==> src/rtl/disp_isu_pkg.sv <==
package disp_isu_pkg;

    localparam int GW       = 32;
    localparam int CH_IDX_W = 3;

    // Global status bit positions
    localparam int B_LDD  = 0;
    localparam int B_SOF0 = 1;
    localparam int B_BER  = 2;
    localparam int B_ACB  = 3;
    localparam int B_UND0 = 4;
    localparam int B_UND1 = 5;
    localparam int B_OUT  = 6;
    localparam int B_QD   = 7;
    localparam int B_EOF0 = 8;
    localparam int B_BRA0 = 9;
    localparam int B_SUM  = 10;
    localparam int B_RDS  = 11;
    localparam int B_CMD  = 12;

    localparam int BERCH_LO = 28;

    // Command word gating bits
    localparam int CMD_EOF_EN = 21;
    localparam int CMD_SOF_EN = 22;

    localparam logic [GW-1:0] GCLR_MASK  = 32'h0000_0FFF;
    localparam logic [GW-1:0] CCLR_MASK  = 32'h003E_3F3F;
    localparam logic [GW-1:0] GIRQ_BITS  = 32'h0000_1BFF;
    localparam logic [GW-1:0] CVALID     = 32'h3F3F_3F3F;

    typedef enum logic [1:0] {
        SEL_GSTAT = 2'd0,
        SEL_CSTAT = 2'd1,
        SEL_GMASK = 2'd2,
        SEL_CMASK = 2'd3
    } isu_sel_e;

    typedef struct packed {
        logic [GW-1:0]       gset;
        logic [GW-1:0]       cset;
        logic                hit;
        logic [CH_IDX_W-1:0] hit_ch;
        logic                ber;
        logic [CH_IDX_W-1:0] ber_ch;
    } isu_upd_t;

    function automatic int sof_pos(input int ch);
        return ch - 1;
    endfunction

    function automatic int eof_pos(input int ch);
        return ch + 7;
    endfunction

    function automatic int bra_pos(input int ch);
        return ch + 15;
    endfunction

    function automatic int und_pos(input int ch);
        return ch + 23;
    endfunction

endpackage

==> src/rtl/disp_isu_evmap.sv <==
module disp_isu_evmap
    import disp_isu_pkg::*;
#(
    parameter int NUM_CH = 7,
    parameter int CMD_W  = 32
) (
    input  logic [NUM_CH-1:0]       ev_sof,
    input  logic [NUM_CH-1:0]       ev_eof,
    input  logic [NUM_CH-1:0]       ev_branch,
    input  logic [NUM_CH-1:0]       ev_buserr,
    input  logic [NUM_CH-1:0]       ev_underrun,
    input  logic                    ev_last_done,
    input  logic                    ev_acb,
    input  logic                    ev_out_underrun,
    input  logic                    ev_read_stat,
    input  logic                    ev_cmd_done,
    input  logic                    ev_quick_dis,
    input  logic [NUM_CH*CMD_W-1:0] ch_cmd,
    input  logic [GW-1:0]           gmask,
    input  logic [GW-1:0]           cmask,
    output isu_upd_t                upd
);

    logic [NUM_CH*GW-1:0] ch_g_flat;
    logic [NUM_CH*GW-1:0] ch_c_flat;
    logic [NUM_CH-1:0]    ch_hit;

    for (genvar gi = 0; gi < NUM_CH; gi++) begin : g_chan
        logic          sof_ok;
        logic          eof_ok;
        logic [GW-1:0] gb;
        logic [GW-1:0] cb;

        assign sof_ok = ev_sof[gi] & ch_cmd[gi*CMD_W + CMD_SOF_EN];
        assign eof_ok = ev_eof[gi] & ch_cmd[gi*CMD_W + CMD_EOF_EN];

        if (gi == 0) begin : g_base
            always_comb begin
                gb         = '0;
                gb[B_SOF0] = sof_ok;
                gb[B_EOF0] = eof_ok;
                gb[B_BRA0] = ev_branch[gi];
                gb[B_UND0] = ev_underrun[gi];
                gb[B_BER]  = ev_buserr[gi];
                cb         = '0;
            end
        end else begin : g_packed
            localparam int P_SOF = sof_pos(gi);
            localparam int P_EOF = eof_pos(gi);
            localparam int P_BRA = bra_pos(gi);
            localparam int P_UND = und_pos(gi);
            always_comb begin
                gb         = '0;
                gb[B_BER]  = ev_buserr[gi];
                cb         = '0;
                cb[P_SOF]  = sof_ok;
                cb[P_EOF]  = eof_ok;
                cb[P_BRA]  = ev_branch[gi];
                if (gi == 1) begin
                    gb[B_UND1] = ev_underrun[gi];
                end else begin
                    cb[P_UND]  = ev_underrun[gi];
                end
            end
        end

        assign ch_g_flat[gi*GW +: GW] = gb;
        assign ch_c_flat[gi*GW +: GW] = cb;
        assign ch_hit[gi] = (|(gb & ~gmask & GIRQ_BITS)) | (|(cb & ~cmask & CVALID));
    end

    always_comb begin
        upd                 = '0;
        upd.gset[B_LDD]     = ev_last_done;
        upd.gset[B_ACB]     = ev_acb;
        upd.gset[B_OUT]     = ev_out_underrun;
        upd.gset[B_QD]      = ev_quick_dis;
        upd.gset[B_RDS]     = ev_read_stat;
        upd.gset[B_CMD]     = ev_cmd_done;
        // ascending scan: the highest channel number is the last writer
        for (int c = 0; c < NUM_CH; c++) begin
            upd.gset = upd.gset | ch_g_flat[c*GW +: GW];
            upd.cset = upd.cset | ch_c_flat[c*GW +: GW];
            if (ch_hit[c]) begin
                upd.hit    = 1'b1;
                upd.hit_ch = CH_IDX_W'(c);
            end
            if (ev_buserr[c]) begin
                upd.ber    = 1'b1;
                upd.ber_ch = CH_IDX_W'(c);
            end
        end
    end

    // a recorded bus error always names a channel that raised one
    always_comb begin
        if (upd.ber) begin
            assert_ber_src_R5: assert (ev_buserr[upd.ber_ch]);
        end
    end

endmodule

==> src/rtl/disp_isu_regs.sv <==
module disp_isu_regs
    import disp_isu_pkg::*;
#(
    parameter int ID_W = 32
) (
    input  logic            clk,
    input  logic            rst,
    input  isu_upd_t        upd,
    input  logic [ID_W-1:0] id_sel,
    input  logic            wr_en,
    input  isu_sel_e        wr_sel,
    input  logic [GW-1:0]   wr_data,
    input  logic            ctl_enable,
    output logic            qd_ev,
    output logic [GW-1:0]   glb_q,
    output logic [GW-1:0]   chn_q,
    output logic [GW-1:0]   gmask_q,
    output logic [GW-1:0]   cmask_q,
    output logic [ID_W-1:0] id_q
);

    logic          en_q;
    logic [GW-1:0] g_clr;
    logic [GW-1:0] c_clr;
    logic [GW-1:0] g_nx;
    logic [GW-1:0] c_nx;

    assign qd_ev = en_q & ~ctl_enable;

    always_comb begin
        g_clr = '0;
        c_clr = '0;
        if (wr_en && wr_sel == SEL_GSTAT) g_clr = wr_data & GCLR_MASK;
        if (wr_en && wr_sel == SEL_CSTAT) c_clr = wr_data & CCLR_MASK;
        g_nx = glb_q & ~g_clr;
        if (g_clr[B_BER]) g_nx[BERCH_LO +: CH_IDX_W] = '0;
        g_nx = g_nx | upd.gset;
        if (upd.hit) g_nx[B_SUM] = 1'b1;
        if (upd.ber) g_nx[BERCH_LO +: CH_IDX_W] = upd.ber_ch;
        c_nx = (chn_q & ~c_clr) | upd.cset;
    end

    always_ff @(posedge clk) begin
        if (rst) begin
            en_q    <= 1'b0;
            glb_q   <= '0;
            chn_q   <= '0;
            gmask_q <= '0;
            cmask_q <= '0;
            id_q    <= '0;
        end else begin
            en_q  <= ctl_enable;
            glb_q <= g_nx;
            chn_q <= c_nx;
            if (wr_en && wr_sel == SEL_GMASK) gmask_q <= wr_data & GIRQ_BITS;
            if (wr_en && wr_sel == SEL_CMASK) cmask_q <= wr_data & CVALID;
            if (upd.hit) id_q <= id_sel;
        end
    end

    assert_sticky_glb_R13: assert property (@(posedge clk) disable iff (rst)
        !(wr_en && wr_sel == SEL_GSTAT) |=>
        ((glb_q & $past(glb_q) & 32'h0000_1FFF) == ($past(glb_q) & 32'h0000_1FFF)));

    assert_set_wins_R12: assert property (@(posedge clk) disable iff (rst)
        (|upd.gset) |=> ((glb_q & $past(upd.gset)) == $past(upd.gset)));

    assert_ber_code_R5: assert property (@(posedge clk) disable iff (rst)
        upd.ber |=> (glb_q[B_BER] && glb_q[BERCH_LO +: CH_IDX_W] == $past(upd.ber_ch)));

    assert_chn_clear_scope_R8: assert property (@(posedge clk) disable iff (rst)
        (wr_en && wr_sel == SEL_CSTAT) |=>
        ((chn_q & $past(chn_q) & ~CCLR_MASK) == ($past(chn_q) & ~CCLR_MASK)));

    assert_sum_has_source_R6: assert property (@(posedge clk) disable iff (rst)
        $rose(glb_q[B_SUM]) |-> $past(upd.hit));

    assert_gmask_hold_R9: assert property (@(posedge clk) disable iff (rst)
        !(wr_en && wr_sel == SEL_GMASK) |=> $stable(gmask_q));

    assert_quick_dis_R11: assert property (@(posedge clk) disable iff (rst)
        (en_q && !ctl_enable) |=> glb_q[B_QD]);

endmodule

==> src/rtl/disp_isu_irq.sv <==
module disp_isu_irq
    import disp_isu_pkg::*;
(
    input  logic          clk,
    input  logic          rst,
    input  logic [GW-1:0] glb_st,
    input  logic [GW-1:0] chn_st,
    input  logic [GW-1:0] gmask,
    input  logic [GW-1:0] cmask,
    output logic          irq_q
);

    logic g_pend;
    logic c_pend;

    assign g_pend = |(glb_st & ~gmask & GIRQ_BITS);
    assign c_pend = |(chn_st & ~cmask & CVALID);

    always_ff @(posedge clk) begin
        if (rst) irq_q <= 1'b0;
        else     irq_q <= g_pend | c_pend;
    end

    assert_irq_source_R10: assert property (@(posedge clk) disable iff (rst)
        irq_q |-> ($past(|glb_st[12:0]) || $past(|chn_st)));

endmodule

==> src/rtl/disp_irq_status.sv <==
module disp_irq_status
    import disp_isu_pkg::*;
#(
    parameter int NUM_CH = 7,
    parameter int ID_W   = 32
) (
    input  logic                   clk,
    input  logic                   rst,
    input  logic [NUM_CH-1:0]      ev_sof,
    input  logic [NUM_CH-1:0]      ev_eof,
    input  logic [NUM_CH-1:0]      ev_branch,
    input  logic [NUM_CH-1:0]      ev_buserr,
    input  logic [NUM_CH-1:0]      ev_underrun,
    input  logic                   ev_last_done,
    input  logic                   ev_acb,
    input  logic                   ev_out_underrun,
    input  logic                   ev_read_stat,
    input  logic                   ev_cmd_done,
    input  logic                   ctl_enable,
    input  logic [NUM_CH*32-1:0]   ch_cmd,
    input  logic [NUM_CH*ID_W-1:0] ch_frame_id,
    input  logic                   wr_en,
    input  logic [1:0]             wr_sel,
    input  logic [31:0]            wr_data,
    output logic [31:0]            glb_status,
    output logic [31:0]            chn_status,
    output logic [ID_W-1:0]        int_id,
    output logic                   irq_o
);

    localparam int CMD_W = 32;

    isu_upd_t        upd;
    logic            qd_ev;
    logic [GW-1:0]   gmask_q;
    logic [GW-1:0]   cmask_q;
    logic [ID_W-1:0] id_sel;

    disp_isu_evmap #(.NUM_CH(NUM_CH), .CMD_W(CMD_W)) u_evmap (
        .ev_sof          (ev_sof),
        .ev_eof          (ev_eof),
        .ev_branch       (ev_branch),
        .ev_buserr       (ev_buserr),
        .ev_underrun     (ev_underrun),
        .ev_last_done    (ev_last_done),
        .ev_acb          (ev_acb),
        .ev_out_underrun (ev_out_underrun),
        .ev_read_stat    (ev_read_stat),
        .ev_cmd_done     (ev_cmd_done),
        .ev_quick_dis    (qd_ev),
        .ch_cmd          (ch_cmd),
        .gmask           (gmask_q),
        .cmask           (cmask_q),
        .upd             (upd)
    );

    always_comb begin
        id_sel = '0;
        for (int c = 0; c < NUM_CH; c++) begin
            if (upd.hit_ch == CH_IDX_W'(c)) id_sel = ch_frame_id[c*ID_W +: ID_W];
        end
    end

    disp_isu_regs #(.ID_W(ID_W)) u_regs (
        .clk        (clk),
        .rst        (rst),
        .upd        (upd),
        .id_sel     (id_sel),
        .wr_en      (wr_en),
        .wr_sel     (isu_sel_e'(wr_sel)),
        .wr_data    (wr_data),
        .ctl_enable (ctl_enable),
        .qd_ev      (qd_ev),
        .glb_q      (glb_status),
        .chn_q      (chn_status),
        .gmask_q    (gmask_q),
        .cmask_q    (cmask_q),
        .id_q       (int_id)
    );

    disp_isu_irq u_irq (
        .clk    (clk),
        .rst    (rst),
        .glb_st (glb_status),
        .chn_st (chn_status),
        .gmask  (gmask_q),
        .cmask  (cmask_q),
        .irq_q  (irq_o)
    );

endmodule

==> config.mk <==
export PLATFORM = sky130hd
export DESIGN_NAME = disp_irq_status
export DESIGN_NICKNAME = d
export VERILOG_FILES = /design/src/rtl/disp_isu_pkg.sv /design/src/rtl/disp_isu_evmap.sv /design/src/rtl/disp_isu_regs.sv /design/src/rtl/disp_isu_irq.sv /design/src/rtl/disp_irq_status.sv
export SDC_FILE = /design/constraint.sdc
export NUM_CORES = 1
export LEC_CHECK = 0
export BUFFER_PORTS_ARGS = -buffer_cell sky130_fd_sc_hd__buf_4
export CORE_AREA = 5 5 237 239
export CTS_CLUSTER_SIZE = 30
export DETAILED_ROUTE_END_ITERATION = 6
export DIE_AREA = 0 0 242 244
export SYNTH_ARGS = -nofsm -noshare
export SYNTH_HDL_FRONTEND = slang
export SYNTH_HIERARCHICAL = 1
export SYNTH_SLANG_ARGS = --single-unit
==> constraint.sdc <==
create_clock -name clk -period 2.9 [get_ports clk]
set_clock_uncertainty 0.15 [all_clocks]
set_input_delay 0.58 -clock clk [delete_from_list [all_inputs] [get_ports clk]]
set_output_delay 0.58 -clock clk [all_outputs]
set_load 0.05 [all_outputs]
* Word level (Yosys, flattened, before mapping)
Index checks and enable logic that the tools add are counted.
Word-level totals: register bits 134, latch bits 0, RAM bits 0, logic and storage cells 121, memories kept 0, input bits 526, memory bits (read-only) 0
Operators by class: reductions and logical operators 21, $add $sub $neg 0, shift-type cells 0, eq/ne operators 9, multiply operators 0, div/mod/pow operators 0, bitwise logic cells 58, mux-type cells 26, order comparisons 0
Operators by type and width (number):
- 32-bit 2-to-1 mux | 7
- 24-bit OR reduction | 7
- 32-bit by 3-bit OR with 32-bit output | 5
- 12-bit OR reduction | 8
- 3-bit by 13-bit bitwise AND with 13-bit output | 5
- 32-bit bitwise AND | 2
- 32-bit inverter | 2
- 32-bit OR | 2
- 30-bit bitwise AND | 2
- 4-bit 2-to-1 mux | 14
- 32-bit by 27-bit OR with 32-bit output | 1
- 32-bit by 28-bit OR with 32-bit output | 1
- 32-bit by 29-bit OR with 32-bit output | 1
- 32-bit by 30-bit OR with 32-bit output | 1
- 32-bit by 6-bit OR with 32-bit output | 1
- 17-bit by 30-bit bitwise AND with 30-bit output | 1
- 26-bit by 30-bit bitwise AND with 30-bit output | 1
- 27-bit by 30-bit bitwise AND with 30-bit output | 1
- 28-bit by 30-bit bitwise AND with 30-bit output | 1
- 29-bit by 30-bit bitwise AND with 30-bit output | 1
- 30-bit inverter | 1
- 17-bit by 26-bit OR with 26-bit output | 1
- 22-bit 2-to-1 mux | 1
- 1-bit bitwise AND | 15
- other kinds (18) | 32

* Logic depth before layout (Yosys ltp)
Gate-level depths: netlist (run 1).
word-level depth 18, gate-level depth with buffers 12

* Modules after synthesis
Netlist (run 1), hierarchy kept.
By module, submodules not included:
- disp_isu_regs | sequential area each 2662.6 um^2, area each 5163.7 um^2, cells each 522, instances 1
- disp_irq_status | sequential area each 0.0 um^2, area each 2411.1 um^2, cells each 303, instances 1
- disp_isu_evmap | sequential area each 0.0 um^2, area each 919.6 um^2, cells each 144, instances 1
- disp_isu_irq | sequential area each 20.0 um^2, area each 312.8 um^2, cells each 55, instances 1

* Worst setup path after synthesis (run 1)
OpenSTA, ideal clock, no wires.
kind input-to-reg, start point in ev_buserr[4], end point reg u_regs.id_q[22], data required time 2633 ps, stages 12, arrival 2730 ps, slack -97 ps, path through inv_1 -> o221ai_1 -> or2_2 -> o41ai_1 -> buf_6 -> buf_6 -> mux2i_1 -> o2bb2ai_1 -> a221oi_1 -> nor2_1 -> mux2i_1 -> nor2_1
RTL lines:
- start: declaration | RTL line disp_irq_status.sv:12 | input logic [NUM_CH-1:0] ev_buserr,
- end signal: assignment | RTL line disp_isu_regs.sv:57 | if (upd.hit) id_q <= id_sel;
- end: declaration | RTL line disp_isu_regs.sv:19 | output logic [ID_W-1:0] id_q

==> results of run 1 <==
## through the flow
step	instances	worst slack [ns]	cell area, um2
floorplan	1023	0.04400	8706
global placement	2081	-0.7155	12620
detailed placement	2081	-0.6657	12620
CTS	2136	-0.1015	13880
global route	2146	-0.2038	14290
finish	2146	-0.03004	14290
## layout make-up
class	count	area, um2
sequential	134	2686
fill	5748	39310
multi-input combinational	673	5394
clock inverter	15	156.4
clock buffer	17	425.4
timing repair buffer	531	4457
inverter	80	302.8
tap	696	870.8
## power by group through the flow
stage | clock network, mW | registers, mW | logic, mW
2_1_floorplan | 0 | 2.38 | 0.578
3_3_place_gp | 0 | 2.07 | 1.59
3_5_place_dp | 0 | 2.08 | 1.60
4_1_cts | 2.33 | 2.04 | 1.69
5_1_grt | 2.40 | 2.05 | 1.86
6_report | 2.21 | 2.04 | 1.75
## state kept, by name, summed over array words and instances, names as in the netlist
register        count
u_irq/irq_q         1
u_regs/id_q        32
u_regs/gmask_q     12
u_regs/chn_q       32
u_regs/en_q         1
u_regs/cmask_q     24
u_regs/glb_q       32
## how the worst max path moves through the flow
| stage | from | cells after the start | end | slack, ns |
|---|---|---|---|---|
| CTS | u_regs/gmask_q[2]$_SDFFE_PP0P_ | 14 | u_regs/id_q[22]$_SDFFE_PP0P_ | -0.10 |
| finish | u_regs/cmask_q[19]$_SDFFE_PP0P_ | 13 | u_regs/id_q[3]$_SDFFE_PP0P_ | -0.03 |
| global route | u_regs/gmask_q[2]$_SDFFE_PP0P_ | 14 | u_regs/id_q[3]$_SDFFE_PP0P_ | -0.20 |
| global placement | ev_buserr[4] | 13 | u_regs/id_q[21]$_SDFFE_PP0P_ | -0.72 |
| detailed placement | ev_buserr[4] | 13 | u_regs/id_q[22]$_SDFFE_PP0P_ | -0.67 |
| floorplan | ev_buserr[4] | 12 | u_regs/id_q[22]$_SDFFE_PP0P_ | 0.04 |
## worst max-delay path: cells and delay by family, from the launching register on
kind,cells,cell delay (ns)
compound gates,4,0.79
buf+inv,3,0.55
flops,1,0.33
mux,2,0.39
simple gates,4,0.62
## what timing repair did
action	CTS	global route
cloned	7	2
setup endpoints to repair	32	32
setup buffers	18	10
pin swaps	35	53
resized for setup	71	55
## layer usage
layer  part of all wire  vias up  GRT usage
li1                   -     4316          -
met1               0.38     4122     0.1376
met3               0.11       74    0.06715
met4              0.039        0    0.05874
met2               0.47      425     0.2140
met5                  0        -          0
==> qor.txt, run 1 <==
CP Data Arrival Time: 3.14 ns
Class of the most critical hold timing path: in2reg
Proportion of layout cells with a drive suffix above 1: 0.4897
Power Density: 419.2 mW/mm2
Outcome: complete, but fails checks
Net switching power: 2.089 mW
Pin count of the biggest net entering global routing: 78
Number of hold-slack violations in the final timing report: 0
Fin nets: 1963
Startpoint Class: flop
GRT overflow: 0
Floorplan core area: 0.05360 mm2
Setup TNS Final: -0.05104 ns
Deepest level of the CTS H-tree: 4
Overall via count from detail_route: 8937
Endpoint of the worst hold-timing path: u_regs/glb_q[7]$_SDFF_PP0_
Routed length per placed instance: 18.73 um
Count of yosys warnings during synthesis: 6
DIE AREA: 0.05905 mm2
Total CTS buffers: 17
Data required, critical path: 3.11 ns
Die height: 244 um
R2r startpoint: u_regs/cmask_q[19]$_SDFFE_PP0P_
Final Critical Period: 2.930 ns
Remaining DRCs: 0
Highest ir drop seen on vdd: 0.6001 mV
Violated checks: setup timing
Most common cell after layout, fill and taps aside: buf_4
Worst slew pin tran: 0.8226 ns
Cell-by-cell listing of the critical path: nand2b_1 > o221ai_4 > or2_4 > o41ai_4 > buf_6 > buf_12 > buf_6 > mux2i_1 > o2bb2ai_2 > a221oi_2 > nor2_1 > mux2i_1 > nor2_1
Mean cell area of the mapped netlist: 8.636 um2
Final core occ: 0.2666
Clock share of power: 0.368
Count of endpoints failing setup in the final report: 4
Leading cell types in the layout, fill and taps excluded: buf_4, nor2_1, dfxtp_1
Maximum achievable frequency: 341.3 MHz
Total Routing Usage GR: 0.1292
Combinational power share: 0.292
Clock latency of the later-clocked register in the worst-skew pair: 0.47 ns
Relative slew slack: 0.4516
Cell area after technology mapping: 0.008593 mm2
Category of the most critical setup path: reg2reg
Highest-delay cell along the critical path: dfxtp_1
Total half-perimeter wirelength after legalization and detailed placement: 30980 um
Cells after Synth: 995
Number of cell rows: 85
Largest stage delay, worst path: 0.33 ns
Remaining number of nets flagged by the antenna check after routing: 0
# IOs: 623
Clock input transition at the sequential cells of the worst setup and hold paths: 0.07 ns
Register-to-register path setup slack: -0.03 ns
Maximum count of clock buffers along a single path: 2
Via-per-instance ratio: 4.164
Worst Setup Slack, final: -0.03004 ns
TritonCTS clock tree: done
TritonCTS Sinks: 134
Part of the power in registers: 0.340
Clk root buf: clkbuf_16
Total count of max-transition violations in the final report: 0
Sw Share: 0.3486
Port Buf Inserts: 406
Leak Pwr: 6.629 nW
Pre-antenna DRT Iters: 5
Die outline width: 242 um
Period utilisation layout: 1.010
Hold depth: 2
Antenna Diode Count: 0
Setup repair after global routing missed its margin: yes
FF-to-FF path depth: 13
Violation count after the first detailed-route iteration: 378
Hold Worst Slack: 0.1636 ns
Final wirelength: 40190 um
Layout area overhead: 66.32%
Highest net fanout along the worst path: 14
Global-route wire length before repair: 57880 um
Max-cap violation count: 0
Number of global-route vias before repair: 9261
Initial antenna violation count: 0
Internal power summed over all cells: 3.903 mW
Crit end category: flop
Routability congestion estimate from global placement: 0.8899
CTS Hold Buffers Added: 0
HP Start: wr_data[7]
Total power: 5.992 mW
Reg2Reg Capture Point: u_regs/id_q[3]$_SDFFE_PP0P_
Starting density of the core: 0.1603
Power figures use the tool's default switching activity.
==> run 2, diff against run 1 <==
- CORE_AREA: 5 5 237 239 -> 2 2 241 243
- DIE_AREA: 0 0 242 244 -> 0 0 243 245
- GPL_TIMING_DRIVEN: not set -> 0
==> run 2 against run 1 <==
Against the previous run:
- the run still ends with setup timing left
- sequential share of layout area down 0.35 points
- core utilization down 1.1 points
- non-clock buffer count grew 26
- clock-buffer cell count stayed put
- largest power group unchanged
==> qor.txt, run 2 (synthesis gave the netlist of run 1 again) <==
Routability congestion estimate from global placement: 0.9541
Number of buffers and inverters on the critical path: 5
Total count of max-transition violations in the final report: 0
Hold depth: 2
Reg2Reg Capture Point: u_regs/id_q[28]$_SDFFE_PP0P_
Initial antenna violation count: 1
Worst setup timing slack at the placement stage: -1.734 ns
Registers with the most flip-flops: u_regs/chn_q x32, u_regs/glb_q x32, u_regs/id_q x32
TritonCTS clock tree: done
Count of endpoints failing setup in the final report: 27
Violated checks: setup timing
Global-route wire length before repair: 63850 um
Class of the most critical hold timing path: in2reg
Category of the most critical setup path: reg2reg
Maximum count of clock buffers along a single path: 2
# IOs: 623
Total Routing Usage GR: 0.1482
Outcome: complete, but fails checks
Most prevalent standard cell on the critical path: buf_12
Die height: 245 um
Category of cells accounting for the largest share of critical-path delay: compound AO/OA/AOI/OAI gates
Final core occ: 0.2556
Number of global-route vias before repair: 9565
Die outline width: 243 um
Total CTS buffers: 17
Data required, critical path: 3.11 ns
Pin count of the biggest net entering global routing: 17
Worst Setup Slack, final: -0.1145 ns
Port Buf Inserts: 401
Cell-by-cell listing of the critical path: inv_6 > a221o_2 > and4bb_2 > o41ai_4 > buf_6 > buf_12 > buf_12 > buf_12 > mux2i_2 > o2bb2ai_2 > a221oi_2 > nor2_1 > mux2i_1 > nor2_1
Met2 Usage GRT: 0.2613
Most common cell after layout, fill and taps aside: buf_4
Via-per-instance ratio: 4.129
Remaining number of nets flagged by the antenna check after routing: 0
DIE AREA: 0.05954 mm2
Clock input transition at the sequential cells of the worst setup and hold paths: 0.07 ns
Routed length per placed instance: 20.28 um
Leading cell types in the layout, fill and taps excluded: buf_4, nor2_1, dfxtp_1
Maximum achievable frequency: 331.7 MHz
Largest stage delay, worst path: 0.42 ns
Number of cell rows: 88
Number of hold-slack violations in the final timing report: 0
R2r startpoint: u_regs/gmask_q[2]$_SDFFE_PP0P_
Proportion of layout cells with a drive suffix above 1: 0.5041
TritonCTS Sinks: 134
Pre-antenna DRT Iters: 5
Floorplan core area: 0.05703 mm2
Clk root buf: clkbuf_16
Layer carrying the most global-route usage: met2
Setup repair after global routing missed its margin: yes
Relative slew slack: 0.5408
Met1 Usage GRT: 0.1629
Period utilisation layout: 1.039
Max-cap violation count: 0
Final Critical Period: 3.014 ns
Antenna Diode Count: 0
Total half-perimeter wirelength after legalization and detailed placement: 36780 um
Crit end category: flop
Startpoint Class: flop
Fin nets: 1989
Remaining DRCs: 0
Hold Worst Slack: 0.1595 ns
Final wirelength: 45440 um
Deepest level of the CTS H-tree: 4
Worst slew pin tran: 0.6888 ns
Clock latency of the later-clocked register in the worst-skew pair: 0.47 ns
Power Density: 423.8 mW/mm2
FF-to-FF path depth: 14
CTS Hold Buffers Added: 0
Layout area overhead: 69.61%
Leak Pwr: 6.762 nW
HP Start: rst
Highest ir drop seen on vdd: 0.4688 mV
Endpoint of the worst hold-timing path: u_irq/irq_q$_SDFF_PP0_
CP Data Arrival Time: 3.22 ns
Highest-delay cell along the critical path: dfxtp_4
Register-to-register path setup slack: -0.11 ns
Highest net fanout along the worst path: 6
Starting density of the core: 0.1507
Met3 track demand over resource: 0.05117
Violation count after the first detailed-route iteration: 478
GRT overflow: 0
Overall via count from detail_route: 9252
run 2: area by class of cell:
| class | count | area (um2) |
|---|---|---|
| timing repair buffer | 421 | 3248 |
| buffer | 136 | 1249 |
| fill | 6214 | 42460 |
| sequential | 134 | 2689 |
| clock inverter | 15 | 170.2 |
| multi-input combinational | 673 | 5532 |
| clock buffer | 17 | 425.4 |
| inverter | 80 | 305.3 |
| tap | 765 | 957.2 |
run 2: through the flow:
step | total power, mW | instance area [um2] | std cells | TNS, ns
floorplan | 2.961 | 8706 | 1023 | 0
CTS | 6.208 | 14070 | 2236 | -1.527
finish | 6.178 | 14580 | 2241 | -1.585
global placement | 3.727 | 12670 | 2189 | -42.03
global route | 6.477 | 14580 | 2241 | -5.461
detailed placement | 3.742 | 12670 | 2189 | -44.14
run 2: timing repair:
action,4_1_cts,5_1_grt
pin swaps,37,35
setup buffers,14,5
gates cloned,1,0
resized for setup,135,100
setup endpoints to repair,32,32
endpoints found under the hold margin,0,0
run 2: how the worst max path moves through the flow:
stage | end | slack (ns) | cells after the start | start
floorplan | u_regs/id_q[22]$_SDFFE_PP0P_ | 0.04 | 12 | ev_buserr[4]
global placement | u_regs/id_q[17]$_SDFFE_PP0P_ | -1.67 | 12 | ev_buserr[4]
detailed placement | u_regs/id_q[17]$_SDFFE_PP0P_ | -1.73 | 12 | ev_buserr[5]
CTS | u_regs/id_q[26]$_SDFFE_PP0P_ | -0.11 | 14 | u_regs/gmask_q[2]$_SDFFE_PP0P_
global route | u_regs/id_q[30]$_SDFFE_PP0P_ | -0.24 | 14 | u_regs/gmask_q[2]$_SDFFE_PP0P_
finish | u_regs/id_q[28]$_SDFFE_PP0P_ | -0.11 | 14 | u_regs/gmask_q[2]$_SDFFE_PP0P_
run 2: power by group:
part / internal, mW / leakage (nW) / total, mW / switching [mW]
Combinational: 0.837 / 5.37 / 1.86 / 1.02
Sequential: 1.95 / 1.11 / 2.04 / 0.0891
Clock: 1.28 / 0.281 / 2.27 / 0.991
Total: 4.08 / 6.76 / 6.18 / 2.10
run 2: per-layer routing:
metal	up-vias	wire length (um)
met4	2	1781
met5	-	16
met1	4309	17640
met2	504	22210
li1	4358	-
met3	79	3786
